File: src/rtl/qlf_pkg.sv
package qlf_pkg;
    localparam int LANE_W = 8;

    typedef enum logic {
        MODE_BYTE = 1'b0,
        MODE_WORD = 1'b1
    } xfer_mode_e;
endpackage

File: src/rtl/qlf_lane.sv
// One byte-wide lane: circular store with fill count, show-ahead head.
module qlf_lane #(
    parameter int DEPTH = 16,
    localparam int AW = $clog2(DEPTH),
    localparam int CW = $clog2(DEPTH + 1)
) (
    input  logic                      clk,
    input  logic                      rst_n,
    input  logic                      clr,
    input  logic                      push,
    input  logic                      pop,
    input  logic [qlf_pkg::LANE_W-1:0] wdata,
    output logic [qlf_pkg::LANE_W-1:0] head,
    output logic [CW-1:0]             count
);
    typedef struct packed {
        logic [AW-1:0] wp;
        logic [AW-1:0] rp;
        logic [CW-1:0] cnt;
    } lane_st_t;

    lane_st_t st_d, st_q;
    logic [qlf_pkg::LANE_W-1:0] mem_q [DEPTH];

    always_comb begin
        st_d = st_q;
        if (clr) begin
            st_d = '0;
        end else begin
            if (push) st_d.wp = st_q.wp + AW'(1);
            if (pop)  st_d.rp = st_q.rp + AW'(1);
            st_d.cnt = st_q.cnt + CW'(push) - CW'(pop);
        end
    end

    always_ff @(posedge clk or negedge rst_n) begin
        if (!rst_n) st_q <= '0;
        else        st_q <= st_d;
    end

    always_ff @(posedge clk) begin
        if (push && !clr) mem_q[st_q.wp] <= wdata;
    end

    assign head  = mem_q[st_q.rp];
    assign count = st_q.cnt;
endmodule

File: src/rtl/qlf_side.sv
// One direction: LANES parallel lanes, bus side word/byte, serial side byte.
// BUS_FILLS=1: bus pushes, serial pops (transmit). 0: the reverse (receive).
module qlf_side #(
    parameter bit BUS_FILLS = 1'b1,
    parameter int LANES     = 4,
    parameter int DEPTH     = 16,
    localparam int BW       = qlf_pkg::LANE_W,
    localparam int WW       = BW * LANES,
    localparam int CW       = $clog2(DEPTH + 1),
    localparam int LW       = $clog2(LANES),
    localparam int TW       = $clog2(LANES * DEPTH + 1),
    localparam int HALF_ALL = LANES * DEPTH / 2,
    localparam int HALF_ONE = DEPTH / 2
) (
    input  logic          clk,
    input  logic          rst_n,
    input  logic          clr,
    input  logic          restart,
    input  logic          word_mode,
    input  logic          bus_word,
    input  logic          bus_byte,
    input  logic [WW-1:0] bus_wdata,
    output logic [WW-1:0] bus_rdata,
    input  logic          ser_stb,
    input  logic [BW-1:0] ser_wdata,
    output logic [BW-1:0] ser_rdata,
    output logic          full,
    output logic          half,
    output logic          empty,
    output logic          word_avail,
    output logic          byte_avail,
    output logic          illegal
);
    typedef struct packed {
        logic [LW-1:0] sel;
        logic          err;
    } side_st_t;

    side_st_t st_d, st_q;

    logic [CW-1:0]    cnt  [LANES];
    logic [BW-1:0]    head [LANES];
    logic [BW-1:0]    lwd  [LANES];
    logic [LANES-1:0] push, pop, full_l, empty_l;
    logic [TW-1:0]    tot;
    logic [LW-1:0]    sel_lane;
    logic             both, w_ok, b_ok, s_ok;

    for (genvar g = 0; g < LANES; g++) begin : g_lane
        qlf_lane #(.DEPTH(DEPTH)) u_lane (
            .clk   (clk),
            .rst_n (rst_n),
            .clr   (clr),
            .push  (push[g]),
            .pop   (pop[g]),
            .wdata (lwd[g]),
            .head  (head[g]),
            .count (cnt[g])
        );
        assign full_l[g]            = (cnt[g] == CW'(DEPTH));
        assign empty_l[g]           = (cnt[g] == '0);
        assign bus_rdata[BW*g +: BW] = head[g];
    end

    always_comb begin
        tot = '0;
        for (int i = 0; i < LANES; i++) tot = tot + TW'(cnt[i]);
    end

    assign sel_lane = word_mode ? st_q.sel : '0;

    always_comb begin
        both = bus_word & bus_byte;
        if (BUS_FILLS) begin
            w_ok = bus_word & ~both & ~|full_l;
            b_ok = bus_byte & ~both & ~full_l[0];
            s_ok = ser_stb & ~empty_l[sel_lane];
        end else begin
            w_ok = bus_word & ~both & ~|empty_l;
            b_ok = bus_byte & ~both & ~empty_l[0];
            s_ok = ser_stb & ~full_l[sel_lane];
        end

        for (int i = 0; i < LANES; i++) begin
            if (BUS_FILLS) begin
                push[i] = w_ok | (b_ok & (i == 0));
                pop[i]  = s_ok & (sel_lane == LW'(i));
                lwd[i]  = bus_word ? bus_wdata[BW*i +: BW] : bus_wdata[BW-1:0];
            end else begin
                push[i] = s_ok & (sel_lane == LW'(i));
                pop[i]  = w_ok | (b_ok & (i == 0));
                lwd[i]  = ser_wdata;
            end
        end

        st_d     = st_q;
        st_d.err = ((bus_word | bus_byte) & ~(w_ok | b_ok)) | (ser_stb & ~s_ok);
        if (clr || restart)          st_d.sel = '0;
        else if (s_ok && word_mode)  st_d.sel = st_q.sel + LW'(1);
    end

    always_ff @(posedge clk or negedge rst_n) begin
        if (!rst_n) st_q <= '0;
        else        st_q <= st_d;
    end

    assign full       = word_mode ? |full_l  : full_l[0];
    assign empty      = word_mode ? &empty_l : empty_l[0];
    assign half       = word_mode ? (tot >= TW'(HALF_ALL)) : (cnt[0] >= CW'(HALF_ONE));
    assign word_avail = ~|empty_l;
    assign byte_avail = ~empty_l[0];
    assign ser_rdata  = head[sel_lane];
    assign illegal    = st_q.err;
endmodule

File: src/rtl/quad_lane_fifo.sv
module quad_lane_fifo #(
    parameter int LANES = 4,
    parameter int DEPTH = 16,
    localparam int BW   = qlf_pkg::LANE_W,
    localparam int WW   = BW * LANES
) (
    input  logic          clk,
    input  logic          rst_n,
    input  logic          soft_rst,
    input  logic          xfer_start,
    input  logic          xfer_word,
    input  logic          tx_wr_word,
    input  logic          tx_wr_byte,
    input  logic [WW-1:0] tx_wdata,
    output logic          tx_full,
    output logic          tx_half,
    output logic          tx_empty,
    input  logic          ser_tx_take,
    output logic [BW-1:0] ser_tx_byte,
    input  logic          ser_rx_put,
    input  logic [BW-1:0] ser_rx_byte,
    input  logic          rx_rd_word,
    input  logic          rx_rd_byte,
    output logic [WW-1:0] rx_rdata,
    output logic          rx_full,
    output logic          rx_half,
    output logic          rx_word_avail,
    output logic          rx_byte_avail,
    output logic          illegal_access
);
    import qlf_pkg::*;

    typedef struct packed {
        xfer_mode_e mode;
    } top_st_t;

    top_st_t st_d, st_q;
    logic    word_mode, tx_ill, rx_ill;
    logic [WW-1:0] unused_tx_rdata;
    logic [BW-1:0] unused_rx_sdata;
    logic unused_tx_wa, unused_tx_ba, unused_rx_empty;

    always_comb begin
        st_d = st_q;
        if (xfer_start) st_d.mode = xfer_word ? MODE_WORD : MODE_BYTE;
    end

    always_ff @(posedge clk or negedge rst_n) begin
        if (!rst_n) st_q <= '{mode: MODE_BYTE};
        else        st_q <= st_d;
    end

    assign word_mode = (st_q.mode == MODE_WORD);

    qlf_side #(.BUS_FILLS(1'b1), .LANES(LANES), .DEPTH(DEPTH)) u_tx (
        .clk        (clk),
        .rst_n      (rst_n),
        .clr        (soft_rst),
        .restart    (xfer_start),
        .word_mode  (word_mode),
        .bus_word   (tx_wr_word),
        .bus_byte   (tx_wr_byte),
        .bus_wdata  (tx_wdata),
        .bus_rdata  (unused_tx_rdata),
        .ser_stb    (ser_tx_take),
        .ser_wdata  ('0),
        .ser_rdata  (ser_tx_byte),
        .full       (tx_full),
        .half       (tx_half),
        .empty      (tx_empty),
        .word_avail (unused_tx_wa),
        .byte_avail (unused_tx_ba),
        .illegal    (tx_ill)
    );

    qlf_side #(.BUS_FILLS(1'b0), .LANES(LANES), .DEPTH(DEPTH)) u_rx (
        .clk        (clk),
        .rst_n      (rst_n),
        .clr        (soft_rst),
        .restart    (xfer_start),
        .word_mode  (word_mode),
        .bus_word   (rx_rd_word),
        .bus_byte   (rx_rd_byte),
        .bus_wdata  ('0),
        .bus_rdata  (rx_rdata),
        .ser_stb    (ser_rx_put),
        .ser_wdata  (ser_rx_byte),
        .ser_rdata  (unused_rx_sdata),
        .full       (rx_full),
        .half       (rx_half),
        .empty      (unused_rx_empty),
        .word_avail (rx_word_avail),
        .byte_avail (rx_byte_avail),
        .illegal    (rx_ill)
    );

    assign illegal_access = tx_ill | rx_ill;
endmodule

File: config.mk
export PLATFORM = sky130hd
export DESIGN_NAME = quad_lane_fifo
export DESIGN_NICKNAME = d
export VERILOG_FILES = /design/src/rtl/qlf_pkg.sv /design/src/rtl/qlf_lane.sv /design/src/rtl/qlf_side.sv /design/src/rtl/quad_lane_fifo.sv
export SDC_FILE = /design/constraint.sdc
export NUM_CORES = 1
export LEC_CHECK = 0
export BUFFER_PORTS_ARGS = -buffer_cell sky130_fd_sc_hd__buf_2
export CAP_MARGIN = 5
export CELL_PAD_IN_SITES_DETAIL_PLACEMENT = 1
export CELL_PAD_IN_SITES_GLOBAL_PLACEMENT = 2
export CORE_MARGIN = 5
export CORE_UTILIZATION = 48
export CTS_CLUSTER_DIAMETER = 60
export DETAILED_ROUTE_END_ITERATION = 8
export PLACE_DENSITY = 0.82
export SYNTH_ARGS = -nofsm -noshare
export SYNTH_HDL_FRONTEND = slang
export SYNTH_SLANG_ARGS = --single-unit
export TNS_END_PERCENT = 10
File: constraint.sdc
create_clock -name clk -period 4.1 [get_ports clk]
set_clock_uncertainty 0.2 [all_clocks]
set_input_delay 0.205 -clock clk [delete_from_list [all_inputs] [get_ports clk]]
set_output_delay 0.205 -clock clk [all_outputs]
set_load 0.02 [all_outputs]
==> impl_results.html <==
<table>
<tr><th>Metric</th><th>Value</th></tr>
<tr><th colspan="2">Run status</th></tr>
<tr><td>Outcome</td><td>finished with violations</td></tr>
<tr><td>Violations in the final reports</td><td>hold timing, setup timing</td></tr>
<tr><th colspan="2">Routing</th></tr>
<tr><td>Number of remaining DRC errors</td><td>0</td></tr>
<tr><td>Total wire length</td><td>114000 um</td></tr>
<tr><td>Count of antenna-violating nets left after detailed routing</td><td>0</td></tr>
<tr><td>Number of DRC markers in iteration 0</td><td>1961</td></tr>
<tr><td>Number of search-and-repair iterations in the first detailed-routing pass</td><td>5</td></tr>
<tr><td>Via-per-instance ratio</td><td>5.81</td></tr>
<tr><td>Average detailed-routed wire length per instance</td><td>26.4 um</td></tr>
<tr><td>Detailed-route via count</td><td>25000</td></tr>
<tr><th colspan="2">Synth</th></tr>
<tr><td>Leading cell types by total area after synthesis</td><td>sky130_fd_sc_hd__edfxtp_1, sky130_fd_sc_hd__mux4_2, sky130_fd_sc_hd__dfrtp_1, sky130_fd_sc_hd__ha_1, sky130_fd_sc_hd__mux2i_1</td></tr>
<tr><td>Area of the mapped netlist</td><td>47700 um2</td></tr>
<tr><td>Synthesized area divided by synthesized cell count</td><td>roughly 18 um2</td></tr>
<tr><td>Number of distinct library cells after synthesis</td><td>67</td></tr>
<tr><td>Net count after synthesis</td><td>roughly 2800</td></tr>
<tr><td>Most used flip-flop cell after synthesis</td><td>sky130_fd_sc_hd__edfxtp_1</td></tr>
<tr><td>Yosys warning total</td><td>0</td></tr>
<tr><td>Number of instances in the synthesized netlist</td><td>2664</td></tr>
<tr><td>Top-area cell type share of the netlist area</td><td>64.5%</td></tr>
<tr><td>Post-synthesis async set-or-reset flop share</td><td>9.78%</td></tr>
<tr><td>Flip-flop and latch count after synthesis</td><td>1135</td></tr>
<tr><td>Leading area contributor after synthesis</td><td>sky130_fd_sc_hd__edfxtp_1</td></tr>
<tr><td>Number of flops mapped to enable cells by yosys</td><td>between 1000 and 1500</td></tr>
<tr><td>Portion of the post-synthesis area used by sequential elements</td><td>70.3%</td></tr>
<tr><th colspan="2">STA</th></tr>
<tr><td>Worst Hold Slack</td><td>-0.00690 ns</td></tr>
<tr><td>Final period utilization</td><td>101%</td></tr>
<tr><td>Slew @ Worst Pin</td><td>1.30 ns</td></tr>
<tr><td>Setup_tns</td><td>-0.0260 ns</td></tr>
<tr><td>Tightest slew margin relative to the limit</td><td>a little over an eighth</td></tr>
<tr><td>RSZ-0062 raised after global routing</td><td>true</td></tr>
<tr><td>Clock period minus final worst setup slack</td><td>4.13 ns</td></tr>
<tr><td>Achievable clock frequency</td><td>242 MHz</td></tr>
<tr><td>Final setup violation count</td><td>1</td></tr>
<tr><td>Final WS setup</td><td>-0.0260 ns</td></tr>
<tr><td>Hold Fails Final Rpt</td><td>3</td></tr>
<tr><td>Total count of max-transition violations in the final report</td><td>0</td></tr>
<tr><th colspan="2">Floorplan</th></tr>
<tr><td>Starting density of the core</td><td>between 40% and 50%</td></tr>
<tr><td>Die boundary height</td><td>325 um</td></tr>
<tr><td>Core outline area</td><td>98600 um2</td></tr>
<tr><td>Horizontal extent of the die</td><td>325 um</td></tr>
<tr><td>Number of standard-cell rows in the floorplan</td><td>approximately 120</td></tr>
<tr><td>Die area</td><td>106000 um2</td></tr>
<tr><td>I/O pin cnt</td><td>99</td></tr>
<tr><th colspan="2">Global route</th></tr>
<tr><td>Number of global-route vias before repair</td><td>27400</td></tr>
<tr><td>Largest net degree at the start of global routing</td><td>90</td></tr>
<tr><td>Global-route congestion overflow total</td><td>0</td></tr>
<tr><td>Initial antenna violation count</td><td>3</td></tr>
<tr><td>GR Util All Layers</td><td>21.6%</td></tr>
<tr><td>Global-route wire length before repair</td><td>175000 um</td></tr>
<tr><th colspan="2">Cells and area</th></tr>
<tr><td>Leading cell type in the layout, fill and taps excluded</td><td>sky130_fd_sc_hd__edfxtp_1</td></tr>
<tr><td>Filler cells</td><td>8804</td></tr>
<tr><td>NumNets Final</td><td>3111</td></tr>
<tr><td>Ant. Diodes</td><td>0</td></tr>
<tr><td>Commonest cells after routing, fill and taps aside</td><td>sky130_fd_sc_hd__edfxtp_1, sky130_fd_sc_hd__mux4_2, sky130_fd_sc_hd__nor2_1, sky130_fd_sc_hd__nand2_1, sky130_fd_sc_hd__buf_4</td></tr>
<tr><td>Proportion of layout cells with a drive suffix above 1</td><td>24.2%</td></tr>
<tr><td>Area used by sequential logic in the layout</td><td>33500 um2</td></tr>
<tr><td>Area overhead of the layout relative to synthesis</td><td>15.0%</td></tr>
<tr><td>Final Core Density</td><td>55.7%</td></tr>
<tr><td>Final design area excluding fillers</td><td>54900 um2</td></tr>
<tr><td>Non-Filler Instances</td><td>4314</td></tr>
<tr><td>Multi-input logic area</td><td>13300 um2</td></tr>
<tr><th colspan="2">Critical path</th></tr>
<tr><td>Reg2Reg Depth</td><td>16</td></tr>
<tr><td>Required arrival time at the worst endpoint</td><td>3.69 ns</td></tr>
<tr><td>End of the critical path</td><td>rx_half</td></tr>
<tr><td>Critical Path Start Type</td><td>flip-flop</td></tr>
<tr><td>Cell-by-cell listing of the critical path</td><td>ha_2 -&gt; inv_2 -&gt; fa_2 -&gt; fa_1 -&gt; inv_1 -&gt; ha_2 -&gt; inv_2 -&gt; fa_2 -&gt; and3b_1 -&gt; o21ai_1 -&gt; a32oi_2 -&gt; buf_4</td></tr>
<tr><td>Data arrival time of the critical path</td><td>3.72 ns</td></tr>
<tr><td>Origin of the critical flop-to-flop path</td><td>u_tx.g_lane[2].u_lane.count[3]</td></tr>
<tr><td>First element of the critical path</td><td>u_rx.g_lane[0].u_lane.count[0]</td></tr>
<tr><td>Class of the most critical setup path</td><td>flip-flop to primary output</td></tr>
<tr><td>Delay contributed by the slowest stage of the critical path</td><td>0.52 ns</td></tr>
<tr><td>Register-to-Register Setup Slack</td><td>0.37 ns</td></tr>
<tr><td>Crit. End Element</td><td>primary output</td></tr>
<tr><td>Reg2reg end</td><td>u_tx.g_lane[3].u_lane.count[4]</td></tr>
<tr><td>Cell with the biggest individual delay on the critical path</td><td>sky130_fd_sc_hd__fa_2</td></tr>
<tr><td>Critical path peak fanout</td><td>2</td></tr>
<tr><th colspan="2">Hold path</th></tr>
<tr><td>Worst min path class</td><td>input pin to async pin</td></tr>
<tr><th colspan="2">Placed design</th></tr>
<tr><td>Post-Place Setup Slack</td><td>approximately 0.28 ns</td></tr>
<tr><td>Last weighted congestion value of the routability-driven placer</td><td>0.812</td></tr>
<tr><td>Buffers added on ports</td><td>98</td></tr>
<tr><td>Placed instance area</td><td>50300 um2</td></tr>
<tr><td>DPL Wire Length</td><td>75000 um</td></tr>
<tr><td>Placed cell count</td><td>4050</td></tr>
<tr><th colspan="2">Pwr</th></tr>
<tr><td>Max rail drop VDD</td><td>0.428 mV</td></tr>
<tr><td>Cell internal power dissipation</td><td>20.5 mW</td></tr>
<tr><td>Part of the power in the clock network</td><td>40.4%</td></tr>
<tr><td>Switching share of total power</td><td>24.1%</td></tr>
<tr><td>Sequential share of power</td><td>between 40% and 50%</td></tr>
<tr><td>Power spent charging and discharging nets</td><td>6.52 mW</td></tr>
<tr><td>Relative contribution of combinational cells to total power</td><td>11.2%</td></tr>
<tr><td>Leakage</td><td>between 15 and 20 nW</td></tr>
<tr><td>Power Density</td><td>492 nW/um2</td></tr>
<tr><th colspan="2">Clocking</th></tr>
<tr><td>Skew-Pair Late Insertion Delay</td><td>about 0.72 ns</td></tr>
<tr><td>CTS clock-pin slew for the worst setup and hold paths</td><td>0.06 ns</td></tr>
<tr><td>CTS buffer count</td><td>between 100 and 150</td></tr>
<tr><td>Clock buffer depth</td><td>3</td></tr>
<tr><td>Root buffer selected by CTS</td><td>sky130_fd_sc_hd__clkbuf_16</td></tr>
<tr><td>Number of levels in the clock H-tree</td><td>3</td></tr>
<tr><td>CTS tree</td><td>yes</td></tr>
<tr><td>Clock sink count</td><td>between 1000 and 1500</td></tr>
<tr><th colspan="2">Job</th></tr>
<tr><td>Number of max-cap violations</td><td>0</td></tr>
</table>
-- state kept, by name, summed over array words and instances (netlist names) --
signal / cells
st_q: 1
u_rx.g_lane.u_lane.count: 20
u_rx.g_lane.u_lane.mem_q: 512
u_rx.g_lane.u_lane.st_q: 32
u_rx.illegal: 1
u_rx.st_q: 2
u_tx.g_lane.u_lane.count: 20
u_tx.g_lane.u_lane.mem_q: 512
u_tx.g_lane.u_lane.st_q: 32
u_tx.illegal: 1
u_tx.st_q: 2
-- area by class of cell --
class	instances	share of cell area, %
Tap cell	1287	2.93
Inverter	121	0.828
Timing Repair Buffer	275	3.61
Clock inverter	67	1.60
Sequential cell	1135	61.1
Clock buffer	152	5.67
Multi-Input combinational cell	1277	24.2
-- critical path, delay by kind of cell, from the launching register on --
kind / cells / cell delay, ns
AND/OR/NAND/NOR: 1 / 0.23
buffers and inverters: 4 / 0.37
adder cells (fa/ha/maj): 5 / 1.64
AO/OA/AOI/OAI: 2 / 0.38
flip-flops: 1 / 0.38
-- cell families after synthesis --
kind of cell / synth area share [%]
adder cells (fa/ha/maj): 3.83
AO/OA/AOI/OAI: 2.16
AND/OR/NAND/NOR: 5.75
buffers and inverters: 2.14
multiplexers: 14.6
flip-flops: 70.3
XOR/XNOR: 1.21
-- layer usage --
metal	vias to the layer above	part of all wire [%]	routed length [um]	GRT usage (%)
met5	-	0.024	27	0
met4	4	2.8	3170	6.09
met3	178	4.6	5230	3.42
met2	644	52	59700	38.1
met1	13300	40	45900	28.0
li1	10900	-	-	-
-- how the worst min path moves through the flow --
stage,from,end,slack (ns),depth (start not counted)
2_1_floorplan,rst_n,st_q,-0.29,0
3_3_place_gp,rst_n,u_rx.g_lane[0].u_lane.st_q[7],0.15,1
3_5_place_dp,rst_n,u_rx.g_lane[0].u_lane.st_q[6],0.16,1
4_1_cts,rst_n,u_rx.illegal,0.007,2
5_1_grt,rst_n,u_rx.illegal,0.02,2
6_report,rst_n,u_rx.illegal,-0.007,2
-- repair_timing --
action | in CTS | in global routing
hold endpoints to repair | 531 | 52
hold buffers | 34 | 1
resized for setup | 19 | 13
buffers inserted | 6 | 3
endpoints found under the setup margin | 3 | 6
pin swaps | 10 | 5
-- through the flow --
stage / hold slack, ns / total power [mW]
after global placement: 0.148 / 16.1
after detailed placement: 0.159 / 16.2
after CTS: 0.00664 / 27.2
final: -0.00690 / 27.0
after floorplan: -0.291 / 15.1
after global routing: 0.0234 / 28.2
-- synth_stat cells, drive strengths merged (11+ instances only) --
cell type  instances
nor3              33
nand3             35
a22oi             11
nand2            143
a21o              12
edfxtp          1024
nor2b             22
a21oi             49
ha               111
nand2b            19
dfrtp            111
xor2              44
nor2             179
xnor2             22
fa                22
nor4              19
nor4b             16
o21ai             33
and3              20
inv              121
o22ai             15
clkbuf            80
or3               17
mux2i             90
mux4             267
buf               50
a221oi            16
nand3b            13
-- power groups by stage --
stage / Sequential (mW) / Clock [mW] / Combinational, mW
after floorplan: 13.2 / 0 / 1.94
after global routing: 13.1 / 11.7 / 3.35
after CTS: 13.1 / 11.1 / 2.99
final: 13.1 / 10.9 / 3.02
after global placement: 13.3 / 0 / 2.77
after detailed placement: 13.3 / 0 / 2.88
(Power assumes the default switching activity.)
